<file path="config.mk">
export PLATFORM = sky130hd
export DESIGN_NAME = osc_tune_regs
export DESIGN_NICKNAME = d
export VERILOG_FILES = /design/src/rtl/osc_tune_pkg.sv /design/src/rtl/osc_rst_sync.sv /design/src/rtl/osc_trim_reg.sv /design/src/rtl/osc_dco_ctrl.sv /design/src/rtl/osc_tune_regs.sv
export SDC_FILE = /design/constraint.sdc
export NUM_CORES = 1
export LEC_CHECK = 0
export CAP_MARGIN = 5
export CORE_AREA = 2 2 62 58
export DETAILED_ROUTE_END_ITERATION = 12
export DIE_AREA = 0 0 64 60
export PLACE_DENSITY = 0.72
export RECOVER_POWER = 25
export SKIP_CTS_REPAIR_TIMING = 1
export SLEW_MARGIN = 0
export SYNTH_ARGS = -nofsm -noshare
export SYNTH_HDL_FRONTEND = slang
export SYNTH_SLANG_ARGS = --single-unit
</file>
<file path="constraint.sdc">
create_clock -name clk -period 1.73 [get_ports clk]
set_clock_uncertainty 0.2 [all_clocks]
set_input_delay 0.519 -clock clk [delete_from_list [all_inputs] [get_ports clk]]
set_output_delay 0.519 -clock clk [all_outputs]
set_load 0.01 [all_outputs]
</file>
<file path="src/rtl/osc_tune_pkg.sv">
package osc_tune_pkg;
  parameter int DATA_W  = 8;
  parameter int ADDR_W  = 2;
  parameter int DIV_W   = 4;
  parameter int DIV_MAX = 9;
  parameter logic [DATA_W-1:0] TRIM_RST = 8'h80;

  parameter logic [ADDR_W-1:0] OFF_TRIM  = 2'd0;
  parameter logic [ADDR_W-1:0] OFF_DIV   = 2'd1;
  parameter logic [ADDR_W-1:0] OFF_STAGE = 2'd2;
endpackage

</file>
<file path="src/rtl/osc_rst_sync.sv">
module osc_rst_sync #(
  parameter int STAGES = 2
) (
  input  logic clk,
  input  logic rst_n,
  output logic rst_sn
);
  logic [STAGES-1:0] sync_q;
  logic [STAGES-1:0] sync_d;

  always_comb sync_d = {sync_q[STAGES-2:0], 1'b1};

  always_ff @(posedge clk or negedge rst_n) begin
    if (!rst_n) sync_q <= '0;
    else        sync_q <= sync_d;
  end

  assign rst_sn = sync_q[STAGES-1];
endmodule

</file>
<file path="src/rtl/osc_trim_reg.sv">
module osc_trim_reg
  import osc_tune_pkg::*;
(
  input  logic              clk,
  input  logic              rst_sn,
  input  logic              wr_trim,
  input  logic              mon_en,
  input  logic [DATA_W-1:0] wdata,
  output logic [DATA_W-1:0] trim_q
);
  logic              trim_en;
  logic [DATA_W-1:0] trim_d;

  always_comb begin
    trim_en = wr_trim && !mon_en;
    trim_d  = wdata;
  end

  always_ff @(posedge clk or negedge rst_sn) begin
    if (!rst_sn)      trim_q <= TRIM_RST;
    else if (trim_en) trim_q <= trim_d;
  end


  trim_lock_chk: assert property (@(posedge clk) disable iff (!rst_sn)
    (wr_trim && mon_en) |=> $stable(trim_q));


  trim_write_chk: assert property (@(posedge clk) disable iff (!rst_sn)
    (wr_trim && !mon_en) |=> (trim_q == $past(wdata)));
endmodule

</file>
<file path="src/rtl/osc_dco_ctrl.sv">
module osc_dco_ctrl
  import osc_tune_pkg::*;
(
  input  logic              clk,
  input  logic              rst_sn,
  input  logic              wr_div,
  input  logic              wr_stage,
  input  logic [DATA_W-1:0] wdata,
  input  logic              loop_en,
  input  logic              loop_upd,
  input  logic [DIV_W-1:0]  loop_div,
  input  logic [DATA_W-1:0] loop_stage,
  output logic [DIV_W-1:0]  div_q,
  output logic [DATA_W-1:0] stage_q,
  output logic [DIV_W-1:0]  div_exp
);
  localparam logic [DIV_W-1:0] DIV_SAT = DIV_W'(DIV_MAX);

  logic              div_en;
  logic              stage_en;
  logic [DIV_W-1:0]  div_d;
  logic [DATA_W-1:0] stage_d;

  always_comb begin
    if (loop_en) begin
      div_en   = loop_upd;
      stage_en = loop_upd;
      div_d    = loop_div;
      stage_d  = loop_stage;
    end else begin
      div_en   = wr_div;
      stage_en = wr_stage;
      div_d    = wdata[DIV_W-1:0];
      stage_d  = wdata;
    end
  end

  // No reset: the oscillator keeps running through reset.
  always_ff @(posedge clk) begin
    if (div_en)   div_q   <= div_d;
    if (stage_en) stage_q <= stage_d;
  end

  always_comb div_exp = (div_q > DIV_SAT) ? DIV_SAT : div_q;


  div_sat_chk: assert property (@(posedge clk) disable iff (!rst_sn)
    div_exp <= DIV_SAT);


  loop_hold_chk: assert property (@(posedge clk) disable iff (!rst_sn)
    (loop_en && !loop_upd) |=> ($stable(div_q) && $stable(stage_q)));


  loop_take_chk: assert property (@(posedge clk) disable iff (!rst_sn)
    (loop_en && loop_upd) |=>
      (div_q == $past(loop_div) && stage_q == $past(loop_stage)));
endmodule

</file>
<file path="src/rtl/osc_tune_regs.sv">
module osc_tune_regs
  import osc_tune_pkg::*;
(
  input  logic              clk,
  input  logic              rst_n,
  input  logic [ADDR_W-1:0] bus_addr,
  input  logic              bus_wr,
  input  logic [DATA_W-1:0] bus_wdata,
  output logic [DATA_W-1:0] bus_rdata,
  input  logic              mon_en,
  input  logic              loop_en,
  input  logic              loop_upd,
  input  logic [DIV_W-1:0]  loop_div,
  input  logic [DATA_W-1:0] loop_stage,
  output logic [DATA_W-1:0] osc_trim,
  output logic [DIV_W-1:0]  osc_div_exp,
  output logic [DATA_W-1:0] osc_stage
);
  logic              rst_sn;
  logic              wr_trim, wr_div, wr_stage;
  logic [DATA_W-1:0] trim_q, stage_q;
  logic [DIV_W-1:0]  div_q, div_exp;

  osc_rst_sync #(.STAGES(2)) i_rst_sync (
    .clk    (clk),
    .rst_n  (rst_n),
    .rst_sn (rst_sn)
  );

  always_comb begin
    wr_trim  = bus_wr && (bus_addr == OFF_TRIM);
    wr_div   = bus_wr && (bus_addr == OFF_DIV);
    wr_stage = bus_wr && (bus_addr == OFF_STAGE);
  end

  osc_trim_reg i_trim (
    .clk     (clk),
    .rst_sn  (rst_sn),
    .wr_trim (wr_trim),
    .mon_en  (mon_en),
    .wdata   (bus_wdata),
    .trim_q  (trim_q)
  );

  osc_dco_ctrl i_dco (
    .clk        (clk),
    .rst_sn     (rst_sn),
    .wr_div     (wr_div),
    .wr_stage   (wr_stage),
    .wdata      (bus_wdata),
    .loop_en    (loop_en),
    .loop_upd   (loop_upd),
    .loop_div   (loop_div),
    .loop_stage (loop_stage),
    .div_q      (div_q),
    .stage_q    (stage_q),
    .div_exp    (div_exp)
  );

  always_comb begin
    case (bus_addr)
      OFF_TRIM:  bus_rdata = trim_q;
      OFF_DIV:   bus_rdata = {{(DATA_W-DIV_W){1'b0}}, div_q};
      OFF_STAGE: bus_rdata = stage_q;
      default:   bus_rdata = '0;
    endcase
  end

  assign osc_trim    = trim_q;
  assign osc_div_exp = div_exp;
  assign osc_stage   = stage_q;


  div_upper_zero_chk: assert property (@(posedge clk) disable iff (!rst_sn)
    (bus_addr == OFF_DIV) |-> (bus_rdata[DATA_W-1:DIV_W] == '0));


  hole_read_zero_chk: assert property (@(posedge clk) disable iff (!rst_sn)
    (bus_addr == 2'd3) |-> (bus_rdata == '0));
endmodule

</file>
==> flow_summary.json <==
{
  "cts_tree": "built",
  "worstPathMaxFanout": 2,
  "grtUsageTotal_pct": 16.11,
  "fmax_mhz": 509.1,
  "start_util_pct": 33.26,
  "rsz0062_at_grt": "true",
  "clockRootBuffer": "clkbuf_4",
  "core-area_sq_um": 3228,
  "firstDrtPassIters": 6,
  "wl_per_cell_um": 14.44,
  "cap_violations": 0,
  "crit_type": "reg2out",
  "grt_first_pass_wirelength_um": 4560,
  "fin_nets": 208,
  "hold-worst-slack_ns": -0.03553,
  "diodes": 0,
  "multi_input_area_sq_um": 509.2,
  "rows": 20,
  "required_ns": 1.01,
  "ys_ff_latch": 22,
  "final_cell_mix": "buf_6 (30), clkdlybuf4s50_1 (22), buf_4 (19)",
  "worstSetupEndpointType": "output port",
  "power_w": 0.001738,
  "clock-sinks": 22,
  "vdd_drop_max_mv": 0.7120,
  "r2r_start": "i_trim.trim_q[1]$_DFFE_PN0P_",
  "die-width_um": 64,
  "worst_slack_ns": -0.2343,
  "netlist_area_sq_um": 1074,
  "synth_warnings": 0,
  "drt_iter0_drc": 13,
  "drcViolationCount": 0,
  "power.density_nw_per_um2": 826.9,
  "hold_path_class": "reg2async",
  "insertion_delay_ns": 0.31,
  "slew_violations": 0,
  "cp.arrival_ns": 1.25,
  "layout_commonest_cell": "buf_6",
  "fillers": 255,
  "startpoint": "i_dco.div_q[3]$_DFFE_PP_",
  "start_kind": "register",
  "gr-total-overflow": 0,
  "vias": 1005,
  "period_needed_ns": 1.964,
  "antenna_found_initial": 0,
  "hpwl_um": 2478,
  "syn_nets": 116,
  "synth.avg_cell_area_sq_um": 12.20,
  "synthCells": 88,
  "numCtsBuffers": 3,
  "clk_pin_slew_ns": 0.13,
  "fin_tns_setup_ns": -2.161,
  "seq_area_sq_um": 611.8,
  "status": "finished with violations",
  "htree_levels": 1,
  "p_leak_nw": 0.9976,
  "seq_area_frac_synth_pct": 56.99,
  "routed_wl_um": 3221,
  "grt_pass1_vias": 985,
  "pin_count": 56,
  "die_h_um": 60,
  "die-area_sq_um": 3840,
  "fin_crit_sh_pct": 113.5,
  "syn_to_final_growth_pct": 95.80,
  "ys_types": 15,
  "drive_above_1_share_pct": 49.72,
  "timing.final.hold_violations": 7,
  "portBuffers": 55,
  "viasPerCell": 4.507,
  "postRouteAntennaNets": 0,
  "setup_viol": 19,
  "violations": "hold timing, setup timing",
  "grt_max_degree": 14,
  "place_congestion": 0.8205,
  "fin_util_pct": 65.12,
  "clockBufferDepth": 2
}
[through the flow]
step / cell area [sq um] / setup WS [ns] / cells
detailed placement: 1878 / -0.9628 / 209
finish: 2102 / -0.2343 / 223
global placement: 1878 / -0.9388 / 209
floorplan: 1099 / -0.006107 / 88
global route: 2102 / -0.3282 / 223
CTS: 1931 / -0.9672 / 213
[registers in the layout (all words and copies together), names as in the netlist]
name / cells
i_dco.div_q: 4
i_dco.stage_q: 8
i_rst_sync.sync_q: 2
i_trim.trim_q: 8
[power breakdown]
part           total (W)  switching [W]  internal [W]
Clock           0.000394       0.000160      0.000234
Combinational   0.000658       0.000231      0.000427
Sequential      0.000686      0.0000514      0.000634
Total            0.00174       0.000443       0.00130
[Yosys cell counts]
master	count	area [sq um]
o21ai_0	3	15.01
buf_2	2	10.01
dfrtp_1	9	225.2
nor2b_1	3	18.77
nor4b_4	1	23.77
conb_1	1	3.750
nor2_1	4	15.01
nand2b_1	8	50.05
mux2_2	12	135.1
mux2i_1	8	80.08
edfxtp_1	12	360.4
clkbuf_1	3	11.26
nand2_1	17	63.81
o2bb2ai_1	4	35.03
dfstp_2	1	26.28
[per-layer routing]
layer	GRT usage, %	vias to the layer above	wire, um
li1	-	488	-
met4	2.795	0	27
met5	0	-	0
met1	18.42	485	1300
met3	5.461	2	180
met2	29.76	30	1713
[critical path: stages (launching register included)]
cell,delay (ns)
edfxtp_1,0.44
buf_6,0.14
mux2i_1,0.15
o2bb2ai_1,0.08
buf_2,0.14
[final timing paths]
path / endpoint / slack, ns / cells past startpoint
worst min-delay path: i_trim.trim_q[6]$_DFFE_PN0P_ / -0.04 / 0
worst max-delay path: bus_rdata[3] / -0.23 / 4
max in group asynchronous: i_rst_sync.sync_q[1]$_DFF_PN0_ / 0.99 / 1
worst max register to register: i_trim.trim_q[1]$_DFFE_PN0P_ / 0.62 / 2
min in group clk: i_rst_sync.sync_q[1]$_DFF_PN0_ / 0.17 / 0
worst min register to register: i_trim.trim_q[6]$_DFFE_PN0P_ / -0.04 / 0
[cells by family (layout without fill, tap and decap cells)]
group | after synthesis | in the layout | share of synthesized area (%)
AO/OA/AOI/OAI | 7 | 7 | 4.661
buffers and inverters | 5 | 96 | 1.981
AND/OR/NAND/NOR | 33 | 33 | 15.97
other | 1 | 1 | 0.3493
flip-flops | 22 | 22 | 56.99
multiplexers | 20 | 20 | 20.05
[cell type report]
class                      instances  share of cell area (%)
multi-input combinational         61                   24.23
timing repair buffer              92                   41.55
sequential                        22                   29.11
clock inverter                     1                   1.429
clock buffer                       3                   1.071
tap                               44                   2.619
No activity file was read; power rests on OpenSTA's default activity.
